## src/rtl/rmc_pkg.sv

```systemverilog
package rmc_pkg;
   typedef enum logic [1:0] {
      MODE_SINGLE = 2'd0,
      MODE_PAIR   = 2'd1,
      MODE_TRIPLE = 2'd2
   } rmc_mode_e;

   typedef enum logic {
      ST_RUN  = 1'b0,
      ST_LOAD = 1'b1
   } rmc_state_e;
endpackage

```

## src/rtl/rmc_mode_sel.sv

```systemverilog
module rmc_mode_sel
   import rmc_pkg::*;
#(
   parameter int RATE_W   = 12,
   parameter int LOW_THR  = 32,
   parameter int HIGH_THR = 128
) (
   input  logic [RATE_W-1:0] rate_i,
   input  logic              hybrid_en_i,
   input  logic              self_chk_i,
   output rmc_mode_e         mode_o
);
   localparam logic [RATE_W-1:0] LO_CMP = LOW_THR[RATE_W-1:0];
   localparam logic [RATE_W-1:0] HI_CMP = HIGH_THR[RATE_W-1:0];

   always_comb begin
      if (hybrid_en_i && self_chk_i)  mode_o = MODE_SINGLE;
      else if (rate_i >= HI_CMP)      mode_o = MODE_TRIPLE;
      else if (rate_i >= LO_CMP)      mode_o = MODE_PAIR;
      else                            mode_o = MODE_SINGLE;
   end
endmodule

```

## src/rtl/rmc_voter.sv

```systemverilog
module rmc_voter
   import rmc_pkg::*;
#(
   parameter int DATA_W  = 32,
   parameter int NUM_REG = 4
) (
   input  rmc_mode_e             mode_i,
   input  logic [3*DATA_W-1:0]   res_i,
   output logic [DATA_W-1:0]     vote_o,
   output logic [NUM_REG-1:0]    bad_o
);
   logic [DATA_W-1:0] lane_a, lane_b, lane_c, maj;

   assign lane_a = res_i[0*DATA_W +: DATA_W];
   assign lane_b = res_i[1*DATA_W +: DATA_W];
   assign lane_c = res_i[2*DATA_W +: DATA_W];
   assign maj    = (lane_a & lane_b) | (lane_a & lane_c) | (lane_b & lane_c);

   always_comb begin
      vote_o = lane_a;
      bad_o  = '0;
      unique case (mode_i)
         MODE_PAIR: begin
            bad_o[0] = (lane_a != lane_b);
            bad_o[1] = (lane_a != lane_b);
         end
         MODE_TRIPLE: begin
            vote_o   = maj;
            bad_o[0] = (lane_a != maj);
            bad_o[1] = (lane_b != maj);
            bad_o[2] = (lane_c != maj);
         end
         default: ;
      endcase
   end
endmodule

```

## src/rtl/rmc_scrub_slot.sv

```systemverilog
module rmc_scrub_slot (
   input  logic clk,
   input  logic rst_n,
   input  logic trig_i,
   input  logic done_i,
   output logic req_o
);
   logic busy_q, req_q;

   always_ff @(posedge clk or negedge rst_n) begin
      if (!rst_n) begin
         busy_q <= 1'b0;
         req_q  <= 1'b0;
      end else begin
         req_q <= trig_i && !busy_q;
         if (trig_i && !busy_q) busy_q <= 1'b1;
         else if (done_i)       busy_q <= 1'b0;
      end
   end

   assign req_o = req_q;
endmodule

```

## src/rtl/redund_mode_ctrl.sv

```systemverilog
module redund_mode_ctrl
   import rmc_pkg::*;
#(
   parameter int DATA_W      = 32,
   parameter int RATE_W      = 12,
   parameter int NUM_REG     = 4,
   parameter int FRAC_BITS   = 4,
   parameter int LOW_UPSETS  = 2,
   parameter int HIGH_UPSETS = 8
) (
   input  logic                  clk,
   input  logic                  rst_n,
   input  logic [RATE_W-1:0]     upset_rate_i,
   input  logic                  hybrid_en_i,
   input  logic                  self_chk_i,
   input  logic                  res_vld_i,
   input  logic [3*DATA_W-1:0]   res_i,
   input  logic [NUM_REG-1:0]    cfg_done_i,
   input  logic [NUM_REG-1:0]    scrub_done_i,
   output logic [1:0]            mode_o,
   output logic [NUM_REG-1:0]    region_en_o,
   output logic [NUM_REG-1:0]    region_pwr_off_o,
   output logic                  vote_vld_o,
   output logic [DATA_W-1:0]     vote_o,
   output logic                  mismatch_o,
   output logic [NUM_REG-1:0]    cfg_req_o,
   output logic [NUM_REG-1:0]    scrub_req_o
);
   localparam int LOW_THR  = LOW_UPSETS  << FRAC_BITS;
   localparam int HIGH_THR = HIGH_UPSETS << FRAC_BITS;

   if (NUM_REG < 3) begin : g_chk_reg
      $error("redund_mode_ctrl: at least three regions are required");
   end
   if (LOW_THR >= HIGH_THR) begin : g_chk_thr
      $error("redund_mode_ctrl: lower threshold must be below upper threshold");
   end
   if (HIGH_THR >= (1 << RATE_W)) begin : g_chk_rate
      $error("redund_mode_ctrl: rate width cannot reach the upper threshold");
   end

   function automatic logic [NUM_REG-1:0] use_mask(rmc_mode_e m);
      logic [NUM_REG-1:0] r;
      r = '0;
      unique case (m)
         MODE_SINGLE: r[0]   = 1'b1;
         MODE_PAIR:   r[1:0] = 2'b11;
         MODE_TRIPLE: r[2:0] = 3'b111;
         default:     r      = '0;
      endcase
      return r;
   endfunction

   rmc_state_e          state_q;
   rmc_mode_e           mode_q, tgt_q, tgt_c;
   logic [NUM_REG-1:0]  pend_q, add_c, left_c, cfg_req_q, bad_c, trig_c;
   logic [DATA_W-1:0]   vote_c, vote_q;
   logic                vld_q, err_q;

   rmc_mode_sel #(
      .RATE_W   (RATE_W),
      .LOW_THR  (LOW_THR),
      .HIGH_THR (HIGH_THR)
   ) u_sel (
      .rate_i      (upset_rate_i),
      .hybrid_en_i (hybrid_en_i),
      .self_chk_i  (self_chk_i),
      .mode_o      (tgt_c)
   );

   rmc_voter #(
      .DATA_W  (DATA_W),
      .NUM_REG (NUM_REG)
   ) u_vote (
      .mode_i (mode_q),
      .res_i  (res_i),
      .vote_o (vote_c),
      .bad_o  (bad_c)
   );

   assign add_c  = use_mask(tgt_c) & ~use_mask(mode_q);
   assign left_c = pend_q & ~cfg_done_i;
   assign trig_c = (res_vld_i && state_q == ST_RUN) ? bad_c : '0;

   always_ff @(posedge clk or negedge rst_n) begin
      if (!rst_n) begin
         state_q   <= ST_RUN;
         mode_q    <= MODE_SINGLE;
         tgt_q     <= MODE_SINGLE;
         pend_q    <= '0;
         cfg_req_q <= '0;
         vld_q     <= 1'b0;
         vote_q    <= '0;
         err_q     <= 1'b0;
      end else begin
         cfg_req_q <= '0;
         unique case (state_q)
            ST_RUN: begin
               if (tgt_c != mode_q) begin
                  if (add_c == '0) begin
                     mode_q <= tgt_c;
                  end else begin
                     state_q   <= ST_LOAD;
                     tgt_q     <= tgt_c;
                     pend_q    <= add_c;
                     cfg_req_q <= add_c;
                  end
               end
            end
            ST_LOAD: begin
               pend_q <= left_c;
               if (left_c == '0) begin
                  mode_q  <= tgt_q;
                  state_q <= ST_RUN;
               end
            end
            default: state_q <= ST_RUN;
         endcase
         vld_q <= res_vld_i;
         if (res_vld_i) vote_q <= vote_c;
         err_q <= |trig_c;
      end
   end

   for (genvar g = 0; g < NUM_REG; g++) begin : g_scrub
      rmc_scrub_slot u_slot (
         .clk    (clk),
         .rst_n  (rst_n),
         .trig_i (trig_c[g]),
         .done_i (scrub_done_i[g]),
         .req_o  (scrub_req_o[g])
      );
   end

   assign mode_o           = mode_q;
   assign region_en_o      = use_mask(mode_q);
   assign region_pwr_off_o = ~(use_mask(mode_q) | ((state_q == ST_LOAD) ? use_mask(tgt_q) : '0));
   assign vote_vld_o       = vld_q;
   assign vote_o           = vote_q;
   assign mismatch_o       = err_q;
   assign cfg_req_o        = cfg_req_q;
endmodule

```

## config.mk

```make
export PLATFORM = sky130hd
export DESIGN_NAME = redund_mode_ctrl
export DESIGN_NICKNAME = d
export VERILOG_FILES = /design/src/rtl/rmc_pkg.sv /design/src/rtl/rmc_mode_sel.sv /design/src/rtl/rmc_voter.sv /design/src/rtl/rmc_scrub_slot.sv /design/src/rtl/redund_mode_ctrl.sv
export SDC_FILE = /design/constraint.sdc
export NUM_CORES = 1
export LEC_CHECK = 0
export BUFFER_PORTS_ARGS = -buffer_cell sky130_fd_sc_hd__clkbuf_2
export CAP_MARGIN = 10
export CORE_UTILIZATION = 35
export CTS_BUF_LIST = sky130_fd_sc_hd__clkbuf_8 sky130_fd_sc_hd__clkbuf_16
export CTS_CLUSTER_SIZE = 30
export DETAILED_ROUTE_END_ITERATION = 6
export GPL_ROUTABILITY_DRIVEN = 1
export PLACE_DENSITY = 0.65
export RECOVER_POWER = 50
export SLEW_MARGIN = 20
export SYNTH_ARGS = -nofsm -noshare
export SYNTH_HDL_FRONTEND = slang
export SYNTH_HIERARCHICAL = 1
export SYNTH_SLANG_ARGS = --single-unit
export TNS_END_PERCENT = 5
```

## constraint.sdc

```tcl
create_clock -name clk -period 2.72 [get_ports clk]
set_clock_uncertainty 0.2 [all_clocks]
set_input_delay 0.408 -clock clk [delete_from_list [all_inputs] [get_ports clk]]
set_output_delay 0.408 -clock clk [all_outputs]
set_load 0.005 [all_outputs]
```

# Word-level counts from Yosys, hierarchy flattened
# Cells that the tools add are included.
[classes]
muxes = 39
n_reduce_logical = 29
n_lt_le_gt_ge = 2
bitwise = 13
n_eq_ne = 15
[ops]
columns = ["op", "count"]
rows = [
  ["32-bit != test", 4],
  ["32-bit bitwise AND", 3],
  ["32-bit OR", 2],
  ["32-bit 2-to-1 mux", 1],
  ["1-bit 2-to-1 mux", 22],
  ["4-bit 2-to-1 mux", 5],
  ["12-bit by 6-bit >= comparator with 1-bit output, second input constant", 1],
  ["12-bit by 8-bit >= comparator with 1-bit output, second input constant", 1],
  ["2-bit 2-to-1 mux", 5],
  ["3-bit OR reduction", 3],
  ["4-bit zero test", 2],
  ["3-bit NOT with 4-bit output", 2],
  ["2-bit one-hot mux with 2 select lines", 2],
  ["4-bit one-hot mux with 2 select lines", 1],
  ["2-bit nonzero test", 4],
  ["2-bit by 1-bit equality test with 1-bit output, second input constant", 3],
  ["2-bit equality test, second input constant", 3],
  ["2-bit zero test", 3],
  ["3-bit 2-to-1 mux", 2],
  ["2-bit by 1-bit != test with 1-bit output, second input constant", 3],
  ["3-bit AND reduction", 2],
  ["2-bit OR reduction", 3],
  ["1-bit logical AND", 5],
  ["3-bit by 4-bit bitwise AND with 4-bit output", 1],
  ["11 further kinds", 15],
]
[word_totals]
inputBits = 121
out_inout_bits = 52
register_bits = 55
wordCells = 114

# Logic depth before layout (Yosys ltp)
[logic_depth]
word_depth = 12
depth_mapped = 9
depth_no_buf = 9

# Hierarchy
# The synthesis kept the hierarchy.
[modules_own_cells]
columns = ["module", "seq_area_each_um2", "n_inst", "area_each_um2", "cells_each"]
rows = [
  ["rmc_voter", 0.0, 1, 2852.7, 440],
  ["redund_mode_ctrl", 1151.1, 1, 2049.5, 145],
  ["rmc_scrub_slot", 50.0, 4, 65.1, 5],
  ["rmc_mode_sel", 0.0, 1, 41.3, 5],
]

# Worst setup path after synthesis
# OpenSTA, ideal clock, no wires.
[synth_path]
path_type = "in2reg"
from = "input upset_rate_i[9]"
to = "register mode_q[1], in the netlist mode_o[1]"
cell_stages = 8
t_arrival_ns = 2.512
required_ns = 2.395
setup_ns = 0.125
n_path_buf = 0
setup_slack_ns = -0.117
path_cell_list = "or4_4 > nor4b_2 > inv_1 > ha_1 > nor2b_1 > nor3_1 > a22oi_2 > mux2_4"
[synth_between]
elab_chain_len = 11
word_cells_on_any_way = 22
cone_classes = "2 x order compare; 5 x eq/ne; 9 x mux; 1 x bitwise; 5 x reduce/logical"
[synth_lines]
columns = ["element", "line_no", "rtl"]
rows = [
  ["from (decl)", "redund_mode_ctrl.sv:13", "input logic [RATE_W-1:0] upset_rate_i,"],
  ["12-bit by 6-bit >= comparator with 1-bit output", "rmc_mode_sel.sv:19", "else if (rate_i >= LO_CMP) mode_o = MODE_PAIR;"],
  ["1-bit 2-to-1 mux", "rmc_mode_sel.sv:19", ""],
  ["2-bit 2-to-1 mux (*)", "rmc_mode_sel.sv:18", "else if (rate_i >= HI_CMP) mode_o = MODE_TRIPLE;"],
  ["2-bit 2-to-1 mux (*)", "rmc_mode_sel.sv:17", "if (hybrid_en_i && self_chk_i) mode_o = MODE_SINGLE;"],
  ["named net tgt_c[0]", "redund_mode_ctrl.sv:55", "rmc_mode_e mode_q, tgt_q, tgt_c;"],
  ["2-bit equality test, or another cell as far along", "redund_mode_ctrl.sv:45", "unique case (m)"],
  ["3-bit OR reduction (no source line) / 2-bit OR reduction (equally long branches)", "-", ""],
  ["1-bit 2-to-1 mux", "redund_mode_ctrl.sv:45", ""],
  ["3-bit by 4-bit bitwise AND with 4-bit output", "redund_mode_ctrl.sv:81", "assign add_c = use_mask(tgt_c) & ~use_mask(mode_q);"],
  ["4-bit zero test", "redund_mode_ctrl.sv:100", "if (add_c == '0) begin"],
  ["2-bit by 1-bit != test with 1-bit output (no source line)", "-", ""],
  ["3-bit AND reduction (no source line) (*)", "-", ""],
  ["to (signal assigned)", "redund_mode_ctrl.sv:101", "mode_q <= tgt_c;"],
  ["to (signal assigned)", "redund_mode_ctrl.sv:113", "mode_q <= tgt_q;"],
  ["to (decl)", "redund_mode_ctrl.sv:55", ""],
]
# The timed path passes the listed nets; every way through them passes the cells marked *. The select of a mux whose other input is x is not followed.
# A chain may end at the register's enable or synchronous reset.

# Final worst setup path
[layout_path]
from = "input res_i[12]"
to = "register err_q, in the netlist mismatch_o"
[layout_between]
elab_chain_len = 7
word_cells_on_any_way = 12
cone_classes = "4 x eq/ne; 3 x mux; 4 x bitwise; 1 x reduce/logical"
[layout_lines]
columns = ["element", "line_no", "rtl"]
rows = [
  ["from (decl)", "redund_mode_ctrl.sv:17", "input logic [3*DATA_W-1:0] res_i,"],
  ["32-bit bitwise AND", "rmc_voter.sv:17", "assign maj = (lane_a & lane_b) | (lane_a & lane_c) | (lane_b & lane_c);"],
  ["32-bit OR (2 in a row)", "rmc_voter.sv:17", ""],
  ["32-bit != test", "rmc_voter.sv:29", "bad_o[0] = (lane_a != maj);"],
  ["2-bit one-hot mux with 2 select lines (*)", "rmc_voter.sv:22", "unique case (mode_i)"],
  ["named net bad_c[0]", "redund_mode_ctrl.sv:56", "logic [NUM_REG-1:0] pend_q, add_c, left_c, cfg_req_q, bad_c, trig_c;"],
  ["3-bit 2-to-1 mux (*)", "redund_mode_ctrl.sv:83", "assign trig_c = (res_vld_i && state_q == ST_RUN) ? bad_c : '0;"],
  ["named net trig_c[0]", "redund_mode_ctrl.sv:56", ""],
  ["4-bit OR reduction (*)", "redund_mode_ctrl.sv:121", "err_q <= |trig_c;"],
  ["to (signal assigned)", "redund_mode_ctrl.sv:121", ""],
  ["to (decl)", "redund_mode_ctrl.sv:58", "logic vld_q, err_q;"],
]
# The timed path passes the listed nets; every way through them passes the cells marked *.

==> qor.txt <==
status -> complete, but fails checks
failing checks -> setup timing
DR iter-0 viols -> 581
number of H-tree levels -> 2
RSZ-0062 raised after global routing -> false
layout cells sized above 1 -> 0.441
cell area after synthesis -> 0.00520 mm2
average cell area after synthesis -> 8.53 um2
Syn. warnings -> 6
sequential power share -> 0.295
DP Wirelength -> 20,900 um
gr usage total -> 0.328
Floorplan Core Area -> 0.0145 mm2
slowest cell on the critical path -> or4_4
Gate Count Post-Synth -> 610
Fillers -> 1,454
register area share after synthesis -> 0.260
area of the multi-input gates -> 0.00375 mm2
drt wl/cell -> 22.1 um
flops & latches, synth -> 54
Overflow after GRT -> 0
vias per inst -> 5.77
fmax -> 0.363 GHz
Final period util -> 1.01
slowest stage delay, CP -> 0.46 ns
crit path max fanout -> 3
antenna-violating nets left -> 0
Post-synth top flop -> dfrtp_1
Critical Path RT -> 2.70 ns
Distinct cells, synth -> 60
final worst slack -> -0.0367 ns
site row count -> 44
Area contributors post-synth -> dfrtp_1, a21oi_1, ha_1
worst skew pair latency -> 0.31 ns
final slew viol count -> 0
global-route wire length before repair -> 36,100 um
total leakage power -> 3.67 nW
Slew HR -> 0.297
Comb power frac -> 0.552
asr flop ratio synth -> 1.00
IO buf count -> 164
gpl congestion -> 1.06
hold_ws -> 0.0668 ns
initial antenna violation count -> 0
vias in the first global route -> 6,072
area leader, netlist -> dfrtp_1
fin crit period -> 2.76 ns
area grow syn2layout -> 49.3%
sw power -> 0.00178 W
clock slew at reported path FFs -> 0.07 ns
WS Path Type -> in2reg
clock share of power -> 0.153
largest net degree at the start of global routing -> 36
Post-Layout Cell Count -> 1,125
Final Hold Fails -> 0
DIE HEIGHT -> 124 um
EDFF count, synth -> 0
clk buf depth -> 2
n_diodes -> 0
DRC viols -> 0
die width -> 124 um
Vias -> 6,494
worst path bufs/invs -> 1
Worst Path Arrival -> 2.74 ns
CTS root buffer -> clkbuf_16
initial core utilization -> 0.358
CTS sink cnt -> 54
TritonCTS clock tree -> yes
CTS Buf Count -> 5
Sw Ratio -> 0.397
chain of cells forming the critical path -> clkbuf_2 > ha_1 > nor4_1 > nand4_1 > o211a_1 > nor3_2 > a31oi_1 > and2_1 > or4_4
Min-Delay Path Class -> in2reg
CP delay by family, top -> simple AND/OR/NAND/NOR gates
Total Wirelength -> 24,800 um
Slew @ Worst Pin -> 1.05 ns
dpl cells -> 1,115
FF+latch area -> 0.00135 mm2
nets -> 1,101
CP Launch Type -> primary input
crit end category -> flip-flop
share of the synthesized area in the top cell type -> 0.260
# IOs -> 173
final setup fails -> 1
cell internal pwr -> 0.00270 W
Cell Pwr Density -> 576 mW/mm2
drt first pass iters -> 6
peak supply drop -> 0.448 mV
post-layout util -> 0.535
Die Area -> 0.0154 mm2
maxcap violations -> 0
[state kept, by name, indices dropped and copies added, names as in the netlist]
name	cells
g_scrub.u_slot/req_o	4
vote_o	32
state_q	1
cfg_req_o	3
tgt_q	2
pend_q	4
mismatch_o	1
vote_vld_o	1
g_scrub.u_slot/busy_q	4
mode_o	2
[cell type report]
cell class	count	share of cell area
Clock inverter	3	0.00306
Sequential cell	54	0.174
Inverter	46	0.0222
Timing Repair Buffer	338	0.272
Clock buffer	5	0.0161
Tap cell	184	0.0296
Multi-Input combinational cell	495	0.483
[cell families after synthesis]
logic type | synth area share
simple gates | 0.220
other cells | 0.00216
compound gates | 0.285
mux | 0.0830
fa+ha+maj | 0.0962
buf+inv | 0.0505
xor+xnor | 0.00337
flops | 0.260
[synthesized netlist by cell type, drive strengths merged, types with 3 or more instances]
cell	number
a21oi	101
dfrtp	54
nor2	48
inv	46
ha	40
mux2	35
nor2b	31
a22oi	27
nor4	27
nor3b	19
o22a	17
or2	17
o22ai	14
a32oi	13
nand4	11
buf	9
a2111oi	8
o21ai	8
and2	7
clkbuf	7
o221ai	7
nand2	5
nor3	5
or4	5
a222oi	4
a31oi	4
nor4b	4
o21a	4
a2111o	3
and3b	3
conb	3
mux2i	3
nand3	3
[metal layers]
metal	up-vias	track usage	part of all wire
li1	3027	-	-
met1	3106	0.444	0.44
met2	302	0.521	0.45
met3	59	0.0513	0.070
met4	0	0.126	0.039
met5	-	0	0
[per-stage QoR]
| step | worst slack [ns] | setup TNS [ns] | instance area (um2) | power (W) |
|---|---|---|---|---|
| 5_1_grt | 0.000249 | 0 | 7770 | 0.00477 |
| 2_1_floorplan | -0.0103 | -0.0103 | 5220 | 0.00255 |
| 4_1_cts | 0.0181 | 0 | 7650 | 0.00445 |
| 3_3_place_gp | -0.533 | -2.32 | 7480 | 0.00371 |
| 3_5_place_dp | -0.412 | -1.79 | 7480 | 0.00375 |
| 6_report | -0.0367 | -0.0367 | 7770 | 0.00447 |
[what timing repair did]
item                                   4_1_cts  5_1_grt
setup endpoints to repair                    1        1
gates resized for setup                      3       28
endpoints found under the hold margin       19        0
pin swaps                                    0       11
hold buffers                                 1        0
setup buffers                                0        1
[cell usage in the layout (no fill, tap or decap), types with 7 or more instances in the layout]
master,netlist,routed
mux2_2,33,33
o221ai_1,7,7
ha_1,40,33
nand4_1,11,11
a32oi_1,13,13
clkbuf_1,7,17
o22ai_1,14,14
nor4_2,0,7
clkbuf_2,0,148
nor2_1,48,48
a21oi_1,101,101
buf_4,5,170
nor3b_1,19,19
o22a_1,16,16
nor2b_1,29,28
or2_2,17,17
nor4_1,27,19
dfrtp_1,54,54
a22oi_1,26,26
inv_1,46,46
[power groups by stage]
stage                     clock network, W  logic [W]  registers [W]
after floorplan                          0    0.00124        0.00131
after global placement                   0    0.00238        0.00133
after detailed placement                 0    0.00241        0.00134
after CTS                         0.000702    0.00243        0.00132
after global routing              0.000725    0.00267        0.00137
final                             0.000686    0.00247        0.00132
[final timing paths]
kind	start	endpoint	slack [ns]	cells past startpoint
worst max-delay path	res_i[12]	mismatch_o	-0.04	9
worst min-delay path	scrub_done_i[0]	g_scrub[0].u_slot/busy_q	0.07	2
max in group asynchronous	rst_n	vote_o[19]	0.89	3
min in group asynchronous	rst_n	vote_o[22]	0.22	2
worst min register to register	g_scrub[0].u_slot/busy_q	g_scrub[0].u_slot/req_o	0.25	1
worst max register to register	mode_o[0]	mismatch_o	0.40	8
No activity file was read; power rests on OpenSTA's default activity.
